--- config.mk ---
export PLATFORM = sky130hd
export DESIGN_NAME = fe_tx_encoder
export DESIGN_NICKNAME = d
export VERILOG_FILES = /design/src/rtl/fe_tx_pkg.sv /design/src/rtl/fe_tx_coder.sv /design/src/rtl/fe_tx_scrambler.sv /design/src/rtl/fe_tx_line.sv /design/src/rtl/fe_tx_encoder.sv
export SDC_FILE = /design/constraint.sdc
export NUM_CORES = 1
export LEC_CHECK = 0
export BUFFER_PORTS_ARGS = -buffer_cell sky130_fd_sc_hd__buf_2
export CAP_MARGIN = 15
export CELL_PAD_IN_SITES_DETAIL_PLACEMENT = 1
export CELL_PAD_IN_SITES_GLOBAL_PLACEMENT = 2
export CORE_MARGIN = 3
export CORE_UTILIZATION = 35
export DETAILED_ROUTE_END_ITERATION = 12
export GPL_TIMING_DRIVEN = 0
export MAX_ROUTING_LAYER = met4
export PLACE_DENSITY_LB_ADDON = 0.1
export SYNTH_ARGS = -nofsm -noshare
export SYNTH_HDL_FRONTEND = slang
export SYNTH_SLANG_ARGS = --single-unit
--- constraint.sdc ---
create_clock -name clk -period 3.7 [get_ports clk]
set_clock_uncertainty 0.2 [all_clocks]
set_input_delay 0.185 -clock clk [delete_from_list [all_inputs] [get_ports clk]]
set_output_delay 0.185 -clock clk [all_outputs]
set_load 0.05 [all_outputs]
--- src/rtl/fe_tx_pkg.sv ---
package fe_tx_pkg;

    localparam int CODE_W = 5;
    localparam int NIB_W  = 4;

    typedef logic [CODE_W-1:0] code_t;

    typedef enum logic [1:0] {
        FR_IDLE = 2'd0,
        FR_SSD2 = 2'd1,
        FR_DATA = 2'd2,
        FR_ESD2 = 2'd3
    } frame_st_e;

    localparam code_t C_IDLE = 5'b11111;
    localparam code_t C_J    = 5'b11000;
    localparam code_t C_K    = 5'b10001;
    localparam code_t C_T    = 5'b01101;
    localparam code_t C_R    = 5'b00111;

    localparam logic [1:0] SYM_ZERO = 2'b00;
    localparam logic [1:0] SYM_POS  = 2'b01;
    localparam logic [1:0] SYM_NEG  = 2'b11;

    function automatic code_t data_code(input logic [NIB_W-1:0] nib);
        code_t c;
        case (nib)
            4'h0: c = 5'b11110;
            4'h1: c = 5'b01001;
            4'h2: c = 5'b10100;
            4'h3: c = 5'b10101;
            4'h4: c = 5'b01010;
            4'h5: c = 5'b01011;
            4'h6: c = 5'b01110;
            4'h7: c = 5'b01111;
            4'h8: c = 5'b10010;
            4'h9: c = 5'b10011;
            4'hA: c = 5'b10110;
            4'hB: c = 5'b10111;
            4'hC: c = 5'b11010;
            4'hD: c = 5'b11011;
            4'hE: c = 5'b11100;
            default: c = 5'b11101;
        endcase
        return c;
    endfunction

endpackage

--- src/rtl/fe_tx_coder.sv ---
// Framing state machine, nibble-to-code mapping and MSB-first serializer.
module fe_tx_coder
    import fe_tx_pkg::*;
(
    input  logic             clk,
    input  logic             rst_n,
    input  logic             nib_stb,
    input  logic             tx_en,
    input  logic [NIB_W-1:0] txd,
    output logic             ser_bit
);

    typedef struct packed {
        frame_st_e st;
        code_t     sh;
    } coder_s;

    coder_s q, d;

    always_comb begin
        d = q;
        if (nib_stb) begin
            case (q.st)
                FR_IDLE: begin
                    if (tx_en) begin
                        d.sh = C_J;       // first delimiter half
                        d.st = FR_SSD2;
                    end else begin
                        d.sh = C_IDLE;
                    end
                end
                FR_SSD2: begin
                    d.sh = C_K;           // second half, inputs ignored
                    d.st = FR_DATA;
                end
                FR_DATA: begin
                    if (tx_en) begin
                        d.sh = data_code(txd);
                    end else begin
                        d.sh = C_T;
                        d.st = FR_ESD2;
                    end
                end
                default: begin
                    d.sh = C_R;           // R5, inputs ignored
                    d.st = FR_IDLE;
                end
            endcase
        end else begin
            d.sh = {q.sh[CODE_W-2:0], 1'b1};  // shift toward MSB
        end
    end

    always_ff @(posedge clk or negedge rst_n) begin
        if (!rst_n) begin
            q <= '{st: FR_IDLE, sh: C_IDLE};
        end else begin
            q <= d;
        end
    end

    assign ser_bit = q.sh[CODE_W-1];

endmodule

--- src/rtl/fe_tx_scrambler.sv ---
// Side-stream keystream generator; one registered stage.
module fe_tx_scrambler #(
    parameter int LFSR_W = 11,
    parameter int TAP_A  = 10,
    parameter int TAP_B  = 8
) (
    input  logic clk,
    input  logic rst_n,
    input  logic bit_in,
    output logic bit_out
);

    localparam logic [LFSR_W-1:0] SEED = {LFSR_W{1'b1}};

    typedef struct packed {
        logic [LFSR_W-1:0] s;
        logic              o;
    } scr_s;

    scr_s q, d;
    logic key;

    always_comb begin
        key   = q.s[TAP_A] ^ q.s[TAP_B];
        d.s   = {q.s[LFSR_W-2:0], key};
        d.o   = bit_in ^ key;
    end

    always_ff @(posedge clk or negedge rst_n) begin
        if (!rst_n) begin
            q <= '{s: SEED, o: 1'b0};
        end else begin
            q <= d;
        end
    end

    assign bit_out = q.o;

endmodule

--- src/rtl/fe_tx_line.sv ---
// NRZI conversion followed by the three-level symbol coder.
module fe_tx_line
    import fe_tx_pkg::*;
(
    input  logic       clk,
    input  logic       rst_n,
    input  logic       scr_bit,
    output logic       nrzi,
    output logic [1:0] sym
);

    typedef struct packed {
        logic       lvl;
        logic [1:0] phase;
    } line_s;

    line_s q, d;

    always_comb begin
        d     = q;
        d.lvl = q.lvl ^ scr_bit;          // toggle on 1
        if (d.lvl != q.lvl) begin
            d.phase = q.phase + 2'd1;     // step on every transition
        end
    end

    always_ff @(posedge clk or negedge rst_n) begin
        if (!rst_n) begin
            q <= '{lvl: 1'b0, phase: 2'd0};
        end else begin
            q <= d;
        end
    end

    always_comb begin
        case (q.phase)
            2'd1:    sym = SYM_POS;
            2'd3:    sym = SYM_NEG;
            default: sym = SYM_ZERO;
        endcase
    end

    assign nrzi = q.lvl;

endmodule

--- src/rtl/fe_tx_encoder.sv ---
module fe_tx_encoder #(
    parameter int LFSR_W = 11,
    parameter int TAP_A  = 10,
    parameter int TAP_B  = 8
) (
    input  logic       clk,
    input  logic       rst_n,
    input  logic       nib_stb,
    input  logic       tx_en,
    input  logic [3:0] txd,
    output logic       line_nrzi,
    output logic [1:0] line_sym
);

    logic ser_bit;
    logic scr_bit;

    fe_tx_coder u_coder (
        .clk     (clk),
        .rst_n   (rst_n),
        .nib_stb (nib_stb),
        .tx_en   (tx_en),
        .txd     (txd),
        .ser_bit (ser_bit)
    );

    fe_tx_scrambler #(
        .LFSR_W (LFSR_W),
        .TAP_A  (TAP_A),
        .TAP_B  (TAP_B)
    ) u_scr (
        .clk     (clk),
        .rst_n   (rst_n),
        .bit_in  (ser_bit),
        .bit_out (scr_bit)
    );

    fe_tx_line u_line (
        .clk     (clk),
        .rst_n   (rst_n),
        .scr_bit (scr_bit),
        .nrzi    (line_nrzi),
        .sym     (line_sym)
    );

endmodule

==> results.yml, run 1 <==
sta:
  fin_crit_sh_pct: 48.7
  setup_violations: 0
  max-slew-margin-rel_pct: 68.7
  fmax_ghz: 0.555
  tightest_slew_ps: 470
  slew_viol_final: 0
  setup-tns-final_ps: 0
  period_needed_ps: 1800
  rsz0062_at_grt: "no"
  finalHoldViolCount: 0
routing:
  route.detailed.wl_per_inst_microns: 12.9
  remaining_drc_errors: 0
  drt_pass1_iterations: 4
  viasPerCell: 4.91
  vias: 560
  drtIter0Drc: 1
  postRouteAntennaNets: 0
  routed_wl_microns: 1470
flow_run:
  cap_violations: 0
yosys:
  ys_ff_latch: 22
  seq_area_frac_synth_pct: 62.5
  syn_area_sq_um: 913
  ys_warn_count: 0
  synth_nets: 84
  yosys.cell_types.count: 30
  syn_area_per_cell_sq_um: 13.0
  syn_inst: 70
final_layout:
  fillers: 264
  diodes: 0
  synthToLayoutAreaGrowth_pct: 17.8
  drive_above_1_share_pct: 38.4
  layout.cells.non_filler: 114
  layout.nets: 101
  fin_area_sq_um: 1080
worst_setup_path:
  critPathMaxFanout: 3
  reg2reg_from: "u_coder.q[5]"
  reg2reg_to: "u_coder.q[3]"
  ff2ff_path_depth: 5
  start_kind: "register"
  cp.arrival_ps: 1420
  endpoint_kind: "output port"
  r2r_setup_slack_ps: 2020
  crit_required_ps: 3310
  crit_type: "register to output port"
floorplan:
  die_w_microns: 57.1
  start_util_pct: 39.0
  die_y_microns: 57.1
  die_area_sq_um: 3260
  coreArea_sq_um: 2340
  rows: 17
  pin_count: 11
hold_path:
  min-delay-start: "txd[1]"
  hold_depth: 3
  min-delay-path-class: "input pin to register"
  worstHoldEndpoint: "u_coder.q[1]"
power:
  ir_worst_vdd_uv: 445
  p_leak_nw: 0.483
  power.density_nw_per_um2: 784
place:
  port_buffers: 9
  hpwl_microns: 1100
  gp_congestion: 0.683
  placed_area_sq_um: 993
  post-place-cells: 107
clock_tree:
  clk_path_buf_depth: 2
  cts_sinks: 22
  cts_root_buffer: "clkbuf_4"
  htreeDepth: 1
  insertion_delay_ps: 300
  cts_tree: "yes"
  clkTransAtPathRegs_ps: 110
  cts_resized: 0
  numCtsBuffers: 3
grt:
  grt_pass1_wl_microns: 2730
  grt_max_degree: 23
  overflow: 0
  antenna_found_initial: 0
  grt_use_total_pct: 11.0
  grt_pass1_vias: 602
outcome:
  status: "completed"
## worst max-delay path: stages (launching register included)
cell     delay, ps
dfrtp_1        430
ha_1           200
or2_2          280
buf_2          210
## worst max-delay path by stage
stage	start	to	slack [ps]	cells past startpoint
final	u_line.q[0]	line_sym[0]	1900	3
after global routing	u_line.q[0]	line_sym[0]	1820	3
after CTS	u_line.q[0]	line_sym[0]	1880	3
after detailed placement	u_coder.q[5]	u_coder.q[6]	2030	5
after global placement	u_coder.q[5]	u_coder.q[6]	2030	5
after floorplan	u_line.q[0]	line_sym[0]	2060	2
## registers in the layout, summed over array words and instances (netlist names)
signal	flops
u_coder.q	6
u_coder.ser_bit	1
u_line.nrzi	1
u_line.q	2
u_scr.bit_out	1
u_scr.d	10
u_scr.q	1
## metrics by stage
step                worst slack [ps]  hold slack (ps)  power [W]  utilization, %
floorplan                       2060             -311   0.000596               -
global placement                2030            -40.4   0.000662            42.5
detailed placement              2030            -36.9   0.000675            42.5
CTS                             1880             9.02   0.000859            46.0
global route                    1820             38.6   0.000912            46.0
finish                          1900             16.0   0.000843            46.0
## synthesized netlist by cell type, drive strengths merged
cell type | instances | area, sq um
buf | 1 | 5.00
mux2 | 2 | 22.5
o21ai | 2 | 10.0
nor2b | 1 | 6.26
nor3 | 1 | 5.00
o31a | 1 | 8.76
o22ai | 1 | 6.26
xor2 | 4 | 35.0
nor3b | 1 | 7.51
a221o | 1 | 10.0
a311oi | 1 | 8.76
or2 | 2 | 12.5
dfstp | 16 | 420
nand3 | 1 | 5.00
nor2 | 6 | 22.5
a21oi | 3 | 18.8
a22oi | 1 | 7.51
ha | 6 | 75.1
o31ai | 1 | 7.51
dfrtp | 6 | 150
mux2i | 1 | 10.0
nand2 | 1 | 3.75
xnor2 | 1 | 8.76
nand3b | 1 | 7.51
inv | 5 | 18.8
o211ai | 1 | 7.51
nand2b | 2 | 12.5
## routing by layer
layer  vias to the layer above  GRT usage (%)  share of wire (%)
met3                         4           2.04                3.2
met1                       274           13.8                 47
met4                         0           4.97                2.1
li1                        269              -                  -
met5                         -              -                  0
met2                        13           17.3                 47
## repair_timing
action / in CTS / in global routing
endpoints found under the hold margin: 26 / 0
endpoints found under the setup margin: 0 / 0
setup buffers: 0 / 0
hold buffers: 3 / 0
## power by group
part           internal (W)  total [W]  switching [W]  leakage, nW
sequential         0.000321   0.000360      0.0000383        0.237
combinational      0.000117   0.000306       0.000188        0.218
clock              0.000109   0.000178      0.0000687       0.0279
## cell families (layout without fill, tap and decap cells)
family                   Yosys count  count (layout)  share of synthesized area (%)
AO/OA/AOI/OAI                     12              12                           9.32
XOR/XNOR                           5               5                           4.79
multiplexers                       3               3                           3.56
flip-flops                        22              22                           62.5
AND/OR/NAND/NOR                   16              16                           9.04
buffers and inverters              6              22                           2.60
adder cells (fa/ha/maj)            6               6                           8.22
## layout make-up
| class | count | area [sq um] | share of cell area, % |
|---|---|---|---|
| Buffer | 1 | 5.00 | 0.465 |
| Inverter | 5 | 18.8 | 1.74 |
| Tap cell | 28 | 35.0 | 3.26 |
| Clock buffer | 3 | 22.5 | 2.09 |
| Sequential cell | 22 | 571 | 53.0 |
| Timing Repair Buffer | 12 | 75.1 | 6.98 |
| Clock inverter | 1 | 30.0 | 2.79 |
| Multi-Input combinational cell | 42 | 319 | 29.7 |
## cells in the final DEF, fill, tap and decap left out, types with 2 or more instances in the layout
cell	n
clkbuf_4	3
buf_2	10
a21oi_1	2
o21ai_0	2
xor2_1	4
ha_1	6
nand2b_1	2
dlygate4sd3_1	3
inv_1	5
dfrtp_1	6
nor2_1	6
dfstp_2	16
No activity file was read; power rests on OpenSTA's default activity.
==> inputs of run 2 (changes only) <==
ABC_AREA = 1   (was default)
clock period = 1.68 ns   (was 3.7 ns; I/O delays follow)
==> results.yml, run 2 <==
outcome:
  status: "completed"
yosys:
  syn_inst: 89
  ys_top_cells_by_area: "dfstp_2, dfrtp_1, ha_1"
  ys_top_cells_by_count: "nand2_1, dfstp_2, nor2_1"
  syn_area_per_cell_sq_um: 10.5
  async_reset_ff_share_pct: 100
  synth_area_leader_cell: "dfstp_2"
  synth-edff-count: 0
  syn_area_sq_um: 933
  ys_warn_count: 0
  yosys.area.top_type_share_pct: 45.0
  ys_ff_latch: 22
  seq_area_frac_synth_pct: 61.1
  synth_nets: 103
  yosysMostFrequentCell: "nand2_1"
  yosys.cell_types.count: 16
  ys.flop_type: "dfstp_2"
worst_setup_path:
  start_kind: "input pin"
  endpoint_kind: "register"
  reg2reg_to: "u_coder.q[5]"
  path_cells: "dlygate4sd3_1 > buf_2 > nand3_1 > dlygate4sd3_1 > nand3_1 > a21oi_1"
  crit_type: "input pin to register"
  critPathMaxFanout: 4
  critical_path.max_stage_delay_ps: 550
  ff2ff_path_depth: 8
  r2r_setup_slack_ps: 170
  path_delay_family: "buffers and inverters"
  crit_required_ps: 1710
  path_buf_inv: 3
  reg2reg_from: "u_coder.q[5]"
  crit_slowest_cell: "dlygate4sd3_1"
  crit_path_start: "txd[3]"
  cp.depth: 6
  cp.arrival_ps: 1630
  crit_end: "u_coder.q[1]"
floorplan:
  coreArea_sq_um: 2500
  die_w_microns: 57.6
  die_area_sq_um: 3320
  start_util_pct: 37.3
  pin_count: 11
  die_y_microns: 57.6
  rows: 18
final_layout:
  final_common_cell: "nand2_1"
  drive_above_1_share_pct: 37.5
  diodes: 0
  largest_register_ff_count: 10
  final_cell_mix: "nand2_1, dfstp_2, nor2_1"
  layout.nets: 127
  synthToLayoutAreaGrowth_pct: 22.9
grt:
  grt_max_degree: 23
  overflow: 0
  antenna_found_initial: 0
  grt_pass1_vias: 643
  grt_use_total_pct: 12.0
  grt_pass1_wl_microns: 2930
routing:
  drtIter0Drc: 14
  postRouteAntennaNets: 0
  routed_wl_microns: 1630
  vias: 624
  drt_pass1_iterations: 3
  route.detailed.wl_per_inst_microns: 11.5
  remaining_drc_errors: 0
  viasPerCell: 4.39
hold_path:
  min-delay-path-class: "input pin to async pin"
sta:
  fmax_ghz: 0.624
  setup-tns-final_ps: 0
  max-slew-margin-rel_pct: 70.8
  rsz0062_at_grt: "no"
  tightest_slew_ps: 438
  slew_viol_final: 0
  fin_crit_sh_pct: 95.4
  setup_violations: 0
  finalHoldViolCount: 0
  period_needed_ps: 1600
  worst_slack_ps: 77.7
place:
  gp_congestion: 0.675
  port_buffers: 10
  pre_cts_ws_ps: 182
  hpwl_microns: 1200
power:
  power.density_nw_per_um2: 1540
  p_leak_nw: 0.557
  ir_worst_vdd_uv: 929
  p_total_w: 0.00177
clock_tree:
  insertion_delay_ps: 290
  clkTransAtPathRegs_ps: 100
  clk_path_buf_depth: 2
  cts_tree: "yes"
  cts_sinks: 22
  cts_root_buffer: "clkbuf_4"
  numCtsBuffers: 3
  htreeDepth: 1
flow_run:
  cap_violations: 0
==> run 2: cell types whose count changed in the layout (fill, tap and decap cells not counted), moves of 2 or more <==
| cell | change |
|---|---|
| a21oi_1 | +2 |
| buf_4 | +2 |
| dlygate4sd3_1 | +5 |
| inv_1 | +2 |
| inv_2 | +4 |
| nand2_1 | +18 |
| nand2_2 | +2 |
| nand2b_1 | -2 |
| nand3_1 | +3 |
| nor2_1 | +4 |
| nor2_2 | +3 |
| o21ai_0 | -2 |
==> run 2: how the worst min path moves through the flow <==
stage	start	to	slack, ps	cells past startpoint
after floorplan	rst_n	u_coder.q[5]	-410	0
after global placement	rst_n	u_line.q[0]	-150	1
after detailed placement	rst_n	u_line.q[0]	-140	1
after CTS	rst_n	u_coder.q[5]	50	2
after global routing	rst_n	u_coder.q[6]	70	2
final	rst_n	u_scr.bit_out	60	2
==> run 2: kinds of logic (layout without fill, tap and decap cells) <==
logic type                 count (synthesis)  count (layout)  synth area share [%]
and+or+nand+nor                           40              40                  19.0
adders and majority gates                  6               6                  8.04
DFF                                       22              22                  61.1
xor gates and xnor gates                   4               4                  3.75
AOI/OAI and AO/OA                          6               6                  3.62
buffers and inverters                     11              34                  4.42
==> run 2: cell type report <==
type | instances | area, sq um
Fill cell | 295 | 1350
Sequential cell | 22 | 571
Multi-Input combinational cell | 56 | 322
Timing Repair Buffer | 19 | 140
Inverter | 11 | 41.3
Tap cell | 30 | 37.5
Clock buffer | 4 | 36.3
==> run 2: worst reg2reg max path: cells and delay by family, from the launching register on <==
family | cells | cell delay [ps]
AND/OR/NAND/NOR | 4 | 340
adder cells (fa/ha/maj) | 1 | 260
AO/OA/AOI/OAI | 1 | 50
flip-flops | 1 | 420
buffers and inverters | 2 | 150
==> run 2: layer usage <==
layer	vias up	share of wire [%]	global-route usage, %	routed length [microns]
li1	315	-	-	-
met1	300	49	15.0	797
met2	7	47	18.9	768
met3	2	3.5	4.01	57
met4	0	0.37	2.98	6
met5	-	0	-	0
==> run 2: timing repair <==
action	4_1_cts	5_1_grt
buffers inserted	0	1
gates resized for setup	0	2
hold buffers	8	0
setup endpoints to repair	0	1
hold endpoints to repair	29	0
==> run 2: report_power, final <==
| group | switching, W | internal [W] | leakage, nW | total, W |
|---|---|---|---|---|
| clock network | 0.000139 | 0.000132 | 0.0210 | 0.000271 |
| logic | 0.000445 | 0.000256 | 0.299 | 0.000700 |
| registers | 0.0000904 | 0.000704 | 0.237 | 0.000794 |
| total | 0.000674 | 0.00109 | 0.557 | 0.00177 |
==> run 2: per-stage QoR <==
stage	instance area (sq um)	std cells	hold WS, ps	utilization [%]
2_1_floorplan	933	89	-412	-
3_3_place_gp	1020	129	-147	40.8
5_1_grt	1150	142	67.2	45.9
4_1_cts	1140	141	51.0	45.5
3_5_place_dp	1020	129	-145	40.8
6_report	1150	142	60.2	45.9
==> inputs of run 3 (changes only) <==
ABC_AREA = default   (was 1)
BUFFER_PORTS_ARGS = default   (was -buffer_cell sky130_fd_sc_hd__buf_2)
CORE_UTILIZATION = 40   (was 35)
DONT_BUFFER_PORTS = 1   (was default)
==> results.yml, run 3 (synthesis gave the netlist of run 1 again) <==
outcome:
  status: "completed"
worst_setup_path:
  endpoint_kind: "register"
  crit_slowest_cell: "dlygate4sd3_1"
  crit_type: "input pin to register"
  critPathMaxFanout: 4
  crit_top_cell: "dlygate4sd3_1"
  crit_required_ps: 1710
  crit_path_start: "txd[0]"
  reg2reg_from: "u_coder.q[5]"
  cp.arrival_ps: 1660
  critical_path.max_stage_delay_ps: 580
  start_kind: "input pin"
  path_cells: "dlygate4sd3_1 > nor3_1 > dlygate4sd3_1 > o31ai_1 > a21oi_1"
routing:
  viasPerCell: 5.03
  postRouteAntennaNets: 0
  drt_pass1_iterations: 4
  vias: 548
  remaining_drc_errors: 0
  drtIter0Drc: 8
  route.detailed.wl_per_inst_microns: 13.8
  routed_wl_microns: 1500
sta:
  tightest_slew_ps: 904
  holdWs_ps: 150
  fmax_ghz: 0.613
  period_needed_ps: 1630
  fin_crit_sh_pct: 97.1
  setup_violations: 0
  max-slew-margin-rel_pct: 39.5
  slew_viol_final: 0
  worst_slack_ps: 48.6
  finalHoldViolCount: 0
place:
  gp_congestion: 0.676
  hpwl_microns: 1030
  port_buffers: 0
  pre_cts_ws_ps: 4.06
final_layout:
  synthToLayoutAreaGrowth_pct: 22.9
  diodes: 0
  final_common_cell: "dfstp_2"
  layout.nets: 97
  final_cell_mix: "dfstp_2, dlygate4sd3_1, nor2_1, dfrtp_1"
  fillers: 223
  drive_above_1_share_pct: 34.1
  largest_register_ff_count: 10
grt:
  grt_use_total_pct: 12.4
  grt_pass1_vias: 573
  antenna_found_initial: 0
  overflow: 0
  grt_max_degree: 23
  grt_pass1_wl_microns: 2450
flow_run:
  cap_violations: 0
clock_tree:
  cts_tree: "yes"
  cts_root_buffer: "clkbuf_4"
  htreeDepth: 1
  insertion_delay_ps: 300
  clk_path_buf_depth: 2
  cts_sinks: 22
  clkTransAtPathRegs_ps: 110
  cts_setup_buffers: 0
  numCtsBuffers: 3
power:
  p_total_w: 0.00194
  ir_worst_vdd_uv: 889
  power.density_nw_per_um2: 1730
  p_leak_nw: 0.478
floorplan:
  start_util_pct: 44.3
  die_w_microns: 53.8
  die_y_microns: 53.8
  rows: 16
  pin_count: 11
  die_area_sq_um: 2890
  coreArea_sq_um: 2060
hold_path:
  min-delay-path-class: "input pin to async pin"
## run 3: cell types whose count changed in the layout (fill, tap and decap cells not counted), sizes merged, moves of 3 or more
cell,previous run,this run
buf,11,1
inv,11,5
nand2,21,1
nand3,4,1
nor2,14,6
## run 3: worst paths after layout
| kind | slack, ps | end | depth (start not counted) |
|---|---|---|---|
| max in group asynchronous | 580 | u_line.q[0] | 1 |
| hold reg to reg | 160 | u_scr.d[7] | 0 |
| setup / recovery | 50 | u_coder.q[2] | 5 |
| hold / removal | 150 | u_scr.bit_out | 1 |
| setup reg to reg | 110 | u_coder.q[6] | 5 |
| min in group clk | 160 | u_scr.d[7] | 0 |
## run 3: critical path, delay by kind of cell
kind / cells / cell delay [ps]
buf+inv: 2 / 1150
simple gates: 1 / 200
compound gates: 2 / 220
## run 3: layout make-up
| class | count | area [sq um] | area share [%] |
|---|---|---|---|
| flip-flops and latches | 22 | 571 | 50.8 |
| multi-input cells | 42 | 359 | 32.0 |
| repair buffers | 8 | 82.6 | 7.36 |
| well taps | 27 | 33.8 | 3.01 |
| clock inverters | 1 | 30.0 | 2.68 |
| clock buffers | 3 | 22.5 | 2.01 |
| inverters | 5 | 18.8 | 1.67 |
| plain buffers | 1 | 5.00 | 0.446 |
## run 3: routing by layer
layer | global-route usage [%] | vias up | part of all wire (%)
met1 | 14.9 | 276 | 46
met4 | 7.66 | 0 | 0
met2 | 20.2 | 11 | 52
li1 | - | 261 | -
met3 | 0.831 | 0 | 2.1
met5 | - | - | 0
## run 3: repair_timing
action,4_1_cts,5_1_grt
hold buffers,8,0
endpoints found under the hold margin,29,0
endpoints found under the setup margin,2,4
gates resized for setup,3,6
## run 3: per-stage QoR
stage / std cells / TNS, ps / area (sq um) / util, %
after floorplan: 70 / 0 / 913 / -
after global placement: 97 / 0 / 947 / 45.9
after detailed placement: 97 / 0 / 947 / 45.9
after CTS: 109 / 0 / 1090 / 52.7
after global routing: 109 / -18.0 / 1120 / 54.4
final: 109 / 0 / 1120 / 54.4
## run 3: power by group
part           switching, W  leakage (nW)  total, W  internal [W]
registers          0.000151         0.237  0.000858      0.000707
logic              0.000384         0.213  0.000693      0.000309
clock network      0.000146        0.0279  0.000387      0.000241
